[config.mk]
export PLATFORM = sky130hd
export DESIGN_NAME = vref_ramp_gen
export DESIGN_NICKNAME = d
export VERILOG_FILES = /design/src/rtl/vref_pkg.sv /design/src/rtl/vref_trim_target.sv /design/src/rtl/vref_step_calc.sv /design/src/rtl/vref_ramp_gen.sv
export SDC_FILE = /design/constraint.sdc
export NUM_CORES = 1
export LEC_CHECK = 0
export BUFFER_PORTS_ARGS = -buffer_cell sky130_fd_sc_hd__clkbuf_2
export CAP_MARGIN = 30
export CORE_ASPECT_RATIO = 0.75
export CORE_MARGIN = 2
export CORE_UTILIZATION = 35
export DETAILED_ROUTE_END_ITERATION = 16
export SLEW_MARGIN = 10
export SYNTH_ARGS = -nofsm -noshare
export SYNTH_HDL_FRONTEND = slang
export SYNTH_HIERARCHICAL = 1
export SYNTH_SLANG_ARGS = --single-unit
export TNS_END_PERCENT = 5
[constraint.sdc]
create_clock -name clk -period 4 [get_ports clk]
set_input_delay 1.2 -clock clk [delete_from_list [all_inputs] [get_ports clk]]
set_output_delay 1.2 -clock clk [all_outputs]
set_load 0.01 [all_outputs]
[src/rtl/vref_pkg.sv]
package vref_pkg;

  // Nominal target shifted by a signed trim count.
  function automatic int trimmed_target(input int nom_mv, input int lsb_mv, input int trim_s);
    return nom_mv + lsb_mv * trim_s;
  endfunction

  // One ramp step toward the target, clamped so the target is never passed.
  function automatic int step_toward(input int cur, input int tgt, input int step);
    if (cur + step >= tgt) return tgt;
    return cur + step;
  endfunction

endpackage

[src/rtl/vref_trim_target.sv]
module vref_trim_target #(
  parameter int CODE_W      = 12,
  parameter int TRIM_W      = 4,
  parameter int NOM_MV      = 2500,
  parameter int TRIM_LSB_MV = 16
) (
  input  logic [TRIM_W-1:0] trim_code,
  output logic [CODE_W-1:0] target_mv
);
  import vref_pkg::*;

  int trim_s;

  always_comb begin
    trim_s    = int'($signed(trim_code));
    target_mv = CODE_W'(trimmed_target(NOM_MV, TRIM_LSB_MV, trim_s));
  end
endmodule

[src/rtl/vref_step_calc.sv]
module vref_step_calc #(
  parameter int CODE_W  = 12,
  parameter int STEP_MV = 39
) (
  input  logic [CODE_W-1:0] cur_code,
  input  logic [CODE_W-1:0] target_mv,
  output logic [CODE_W-1:0] next_code,
  output logic              reach
);
  import vref_pkg::*;

  always_comb begin
    next_code = CODE_W'(step_toward(int'(cur_code), int'(target_mv), STEP_MV));
    reach     = (next_code == target_mv);
  end
endmodule

[src/rtl/vref_ramp_gen.sv]
module vref_ramp_gen #(
  parameter int CODE_W      = 12,
  parameter int TRIM_W      = 4,
  parameter int NOM_MV      = 2500,
  parameter int TRIM_LSB_MV = 16,
  parameter int STEP_MV     = 39
) (
  input  logic              clk,
  input  logic              rst_n,
  input  logic              ramp_en,
  input  logic [TRIM_W-1:0] trim_code,
  input  logic              step_tick,
  output logic [CODE_W-1:0] ref_code,
  output logic              ramp_done
);
  logic [CODE_W-1:0] code_q;
  logic              done_q;
  logic [CODE_W-1:0] target_mv;
  logic [CODE_W-1:0] step_next;
  logic              step_reach;
  logic              tick_fire;
  logic              ramp_active;

  vref_trim_target #(
    .CODE_W(CODE_W), .TRIM_W(TRIM_W), .NOM_MV(NOM_MV), .TRIM_LSB_MV(TRIM_LSB_MV)
  ) u_target (
    .trim_code(trim_code),
    .target_mv(target_mv)
  );

  vref_step_calc #(
    .CODE_W(CODE_W), .STEP_MV(STEP_MV)
  ) u_step (
    .cur_code (code_q),
    .target_mv(target_mv),
    .next_code(step_next),
    .reach    (step_reach)
  );

  assign tick_fire   = ramp_en & step_tick;
  assign ramp_active = ramp_en & ~done_q;

  always_ff @(posedge clk) begin
    if (!rst_n || !ramp_en) begin
      code_q <= '0;
      done_q <= 1'b0;
    end else if (tick_fire) begin
      if (ramp_active) begin
        code_q <= step_next;
        done_q <= step_reach;
      end else begin
        code_q <= target_mv;
      end
    end
  end

  assign ref_code  = code_q;
  assign ramp_done = done_q;
endmodule

Word-level counts from Yosys, hierarchy flattened
Cells that the tools add are included.
W data, S select, Z words.
{ "totals": {"ff_bits": 13, "inputBits": 8, "word_cells": 17} }
{ "classes": {"n_addsub": 2, "order_cmp": 1, "n_eq_ne": 1, "n_mux": 4, "bitwise_logic": 3, "reduce_logical": 4} }
{ "ops": {"columns": ["cell", "n"], "rows": [
  ["$mux W12", 3],
  ["$add A12 B6 Y13 const B", 1],
  ["$ge A13 B12 Y1", 1],
  ["$add A12 B8 Y12 const A", 1],
  ["$eq A12 B12 Y1", 1],
  ["$and A1 B1 Y1", 2],
  ["$logic_not A1 Y1", 2],
  ["$reduce_and A2 Y1", 1],
  ["$logic_or A1 B1 Y1", 1],
  ["$mux W1", 1],
  ["$not A1 Y1", 1]
]} }

Depth between registers and ports, before layout
{ "depth": {"word_depth": 5, "ltp_mapped": 15, "depth_no_buf": 14} }

Cells and area by module
Netlist, hierarchy kept.
{ "modules_own_cells": {"columns": ["module", "instances", "cells_per_inst", "area_each_um2"], "rows": [
  ["vref_step_calc", 1, 126, 1087.3],
  ["vref_ramp_gen", 1, 58, 560.5],
  ["vref_trim_target", 1, 15, 103.8]
]} }

Worst setup path after synthesis
OpenSTA, ideal clock, no wires.
{ "synth_timing": {"kind": "input-to-reg", "startpoint": "in trim_code[3]", "endpoint": "reg code_q[6] (netlist: ref_code[6])", "setup_time_ns": 0.132, "arrival_ns": 3.270, "required_ns": 3.868, "setup_slack_ns": 0.598, "cell_stages": 12, "n_path_buf": 1, "path_cell_list": "inv_1 -> ha_1 -> inv_1 -> ha_1 -> a21o_1 -> a21oi_1 -> o211ai_4 -> a21oi_4 -> buf_12 -> mux2_4 -> o221ai_1 -> a21oi_1"} }
{ "synth_via": {"elab_chain_len": 5, "word_cells_on_any_way": 6, "classes_between": "add/sub: 1; order compare: 1; mux: 4"} }
{ "synth_lines": {"columns": ["element", "line", "text"], "rows": [
  ["start, declared", "vref_ramp_gen.sv:11", "input logic [TRIM_W-1:0] trim_code,"],
  ["$add A12 B8 Y12 *", "vref_pkg.sv:5", "return nom_mv + lsb_mv * trim_s;"],
  ["via target_mv[7]", "vref_ramp_gen.sv:18", "logic [CODE_W-1:0] target_mv;"],
  ["$ge A13 B12 Y1 *", "vref_pkg.sv:10", "if (cur + step >= tgt) return tgt;"],
  ["$mux W12 or $mux W1 (tied branches)", "vref_pkg.sv:10", null],
  ["$mux W12 *", "vref_pkg.sv:11", "return cur + step;"],
  ["via step_next[6]", "vref_ramp_gen.sv:19", "logic [CODE_W-1:0] step_next;"],
  ["$mux W12 *", "vref_ramp_gen.sv:48", "if (ramp_active) begin"],
  ["end signal, assigned", "vref_ramp_gen.sv:49", "code_q <= step_next;"],
  ["end signal, assigned", "vref_ramp_gen.sv:52", "code_q <= target_mv;"],
  ["end, declared", "vref_ramp_gen.sv:16", "logic [CODE_W-1:0] code_q;"]
]} }
Mark *: on every way through the listed nets, which the timed path passes. The rest lies on a longest branch.
A chain may end at the register's enable or synchronous reset.

Final worst setup path
{ "layout_timing": {"startpoint": "reg code_q[0] (netlist: ref_code[0])", "endpoint": "reg code_q[2] (netlist: ref_code[2])"} }
{ "layout_via": {"elab_chain_len": 5, "word_cells_on_any_way": 6, "classes_between": "add/sub: 1; order compare: 1; mux: 4"} }
{ "layout_lines": {"columns": ["element", "line"], "rows": [
  ["$add A12 B6 Y13 *", "vref_pkg.sv:11"],
  ["$ge A13 B12 Y1", "vref_pkg.sv:10"],
  ["$mux W12 or $mux W1 (tied branches)", "vref_pkg.sv:10"],
  ["$mux W12 *", "vref_pkg.sv:11"],
  ["via step_next[2]", "vref_ramp_gen.sv:19"],
  ["$mux W12 *", "vref_ramp_gen.sv:48"]
]} }
Marked as above.

==> summary.txt <==
Run status
  – Outcome: finished, final reports clean

Synthesis
  – Post-synth top area share: 0.149
  – Synth Flop Type: dfxtp_1
  – Post-synth EDFFs: 0
  – Area contributors post-synth: dfxtp_1 15%, ha_1 11%, mux2_4 6.9%
  – Cells after synthesis: 199
  – Commonest cells post-synth: 21 x a21oi_1, 20 x inv_1, 15 x ha_1, 14 x nand2b_1
  – Netlist cell types: 53
  – Count leader, synth: a21oi_1
  – Flops & latches, synth: 13
  – Synthesized area: 1750 um2
  – Async SR Flop Fraction: 0
  – Syn_area_per_cell: 8.80 um2
  – Synth warn: 6
  – Most area-hungry cell type in the Yosys netlist: dfxtp_1
  – Sequential area share after synthesis: 0.149

Routing
  – 1st-pass router iterations: 4
  – Vias per inst: 5.31
  – WL per Instance: 15.6 um
  – Routed Antenna Nets: 0
  – Wirelength, routed: 4250 um
  – DRC: 0
  – Initial drt markers: 117
  – Via count: 1443

Place
  – Post-DP HPWL: 3320 um
  – RD Place Congestion: 0.799
  – Placed Area: 1820 um2
  – Placed cells: 268
  – PortBufs: 20
  – DP Worst Slack: 0.187 ns

Setup path
  – Worst EP required: 4.10 ns
  – Reg2reg end: ref_code[2]
  – Setup crit end kind: flop
  – FF-to-FF setup slack: 0.35 ns
  – Crit path DAT: 3.75 ns
  – Critical Path Fanout Max: 10
  – Reg2Reg Depth: 14
  – Worst Setup SP: ref_code[0]
  – Crit Path Class: flop to flop
  – R2r startpoint: ref_code[0]
  – Kind of start point of the critical path: flop

Floorplan
  – Initial core utilization: 0.362
  – Chip Height: 65.3 um
  – # rows: 22
  – Die width: 85.7 um
  – I/O pins: 21
  – DIE AREA: 5590 um2
  – Floorplan core area: 4840 um2

STA
  – Slew @ Worst Pin: 0.600 ns
  – Setup WS post-layout: 0.347 ns
  – Pins Over Slew Limit: 0
  – Fin. Hold Viols: 0
  – Clock skew: 0.00916 ns
  – Fmax: 0.274 GHz
  – Worst rel slew slack: 0.600
  – Crit share post-route: 0.913
  – Hold_ws: 0.548 ns
  – RSZ-0062 raised after global routing: false
  – Fin crit period: 3.65 ns
  – Setup TNS: 0 ns
  – Final setup fails: 0

Clocking
  – Clock root buffer: clkbuf_8
  – Clock Sink Count: 13
  – Num CTS Buffers: 3
  – Clock Path Buffers: 2
  – H-tree depth: 1
  – CTS tree: built
  – Postcts setup bufs: 0
  – Clk_lat worst skew: 0.24 ns
  – Hold_buf cts: 0
  – Clk slew on worst S/H paths: 0.06 ns
  – Post-CTS sizing: 0

Power
  – Clock power share: 0.331
  – P_sw: 0.000112 W
  – Internal power: 0.000248 W
  – Cell Pwr Density: 193 nW/um2
  – Switching share of power: 0.311
  – Peak supply drop: 0.155 mV
  – Leakage power: 0.809 nW
  – Logic gate share of total power: 0.285
  – Sequential power share: 0.384

Final layout
  – Final Cell Area: 1870 um2
  – Nets: 236
  – Layout cells sized above 1: 0.245
  – Ant diodes: 0
  – Final Instance Count excl. Fillers: 272
  – Area Overhead vs Synth: 6.50%

Global route
  – Total GRT Usage: 0.160
  – Antenna violations before repair: 0
  – First-pass GRT wire length: 7080 um
  – Largest net degree at the start of global routing: 26
  – Total gr overflow: 0
  – Vias in the first global route: 1369

Min path
  – Hold Crit Class: flop to flop
  – WHS Path Cells: 2
  – Hold worst-path end: ref_code[10]
  – Hold_sp: ref_code[10]

Job
  – Max cap viols: 0
## power by group through the flow
stage / clock network (W) / registers (W) / logic, W
after floorplan: 0 / 0.000141 / 0.0000846
after global placement: 0 / 0.000141 / 0.0000995
after detailed placement: 0 / 0.000141 / 0.000101
after CTS: 0.000123 / 0.000138 / 0.000101
after global routing: 0.000128 / 0.000139 / 0.000114
final: 0.000119 / 0.000138 / 0.000103
## placed cells by master, fill, tap and decap left out, drive strengths merged, types with 6 or more instances in the layout
cell type  netlist  routed
inv             20      20
xnor2           14      14
o221ai          12      12
nand2           10      10
clkbuf           2      24
mux2            12      12
dfxtp           13      13
ha              15      15
a21oi           22      22
nand2b          16      16
conb             2       6
## area by class of cell
type,count,area [um2]
Inverter,20,75.1
Timing Repair Buffer,21,108
Tap cell,60,75.1
Sequential cell,13,260
Multi-Input combinational cell,154,1300
Clock buffer,4,45.0
Fill cell,513,2980
## per-stage QoR
| stage | power (W) | utilization |
|---|---|---|
| CTS | 0.000363 | 0.385 |
| detailed placement | 0.000242 | 0.376 |
| floorplan | 0.000225 | - |
| global route | 0.000381 | 0.385 |
| finish | 0.000360 | 0.385 |
| global placement | 0.000241 | 0.376 |
## flip-flops by register name (all words and copies together) (netlist names)
| signal | count |
|---|---|
| ref_code | 12 |
| ramp_done | 1 |
## worst max path at each step
stage,to,slack [ns]
global route,ref_code[4],0.14
global placement,ref_code[2],0.26
CTS,ref_code[2],0.36
finish,ref_code[2],0.35
floorplan,ref_code[6],0.60
detailed placement,ref_code[2],0.19
## worst max-delay path, stage by stage, from the launching register on
cell and delay (ns):
dfxtp_1 0.51, inv_1 0.11, ha_1 0.26, nand2b_4 0.10, a31oi_4 0.15, o211ai_1 0.41
ha_1 0.33, a21o_1 0.16, a21oi_1 0.27, o211ai_4 0.13, a21oi_4 0.20, buf_4 0.26
mux2_2 0.35, o221ai_1 0.18, a21oi_1 0.08
## routing by layer
layer  track usage  share of wire  up-vias
li1              -              -      725
met1         0.246           0.53      682
met2         0.238           0.42       36
met3        0.0251          0.050        0
met4        0.0198              0        0
met5             0              0        -
## kinds of logic (layout without fill, tap and decap cells)
| kind of cell | count (synthesis) | in the layout | synth area share |
|---|---|---|---|
| DFF | 13 | 13 | 0.149 |
| muxes | 14 | 14 | 0.106 |
| buffers and inverters | 36 | 45 | 0.116 |
| xor gates and xnor gates | 18 | 18 | 0.0986 |
| other | 2 | 6 | 0.00429 |
| AOI/OAI and AO/OA | 56 | 56 | 0.254 |
| adders and majority gates | 15 | 15 | 0.107 |
| and+or+nand+nor | 45 | 45 | 0.165 |
(Power assumes the default switching activity.)
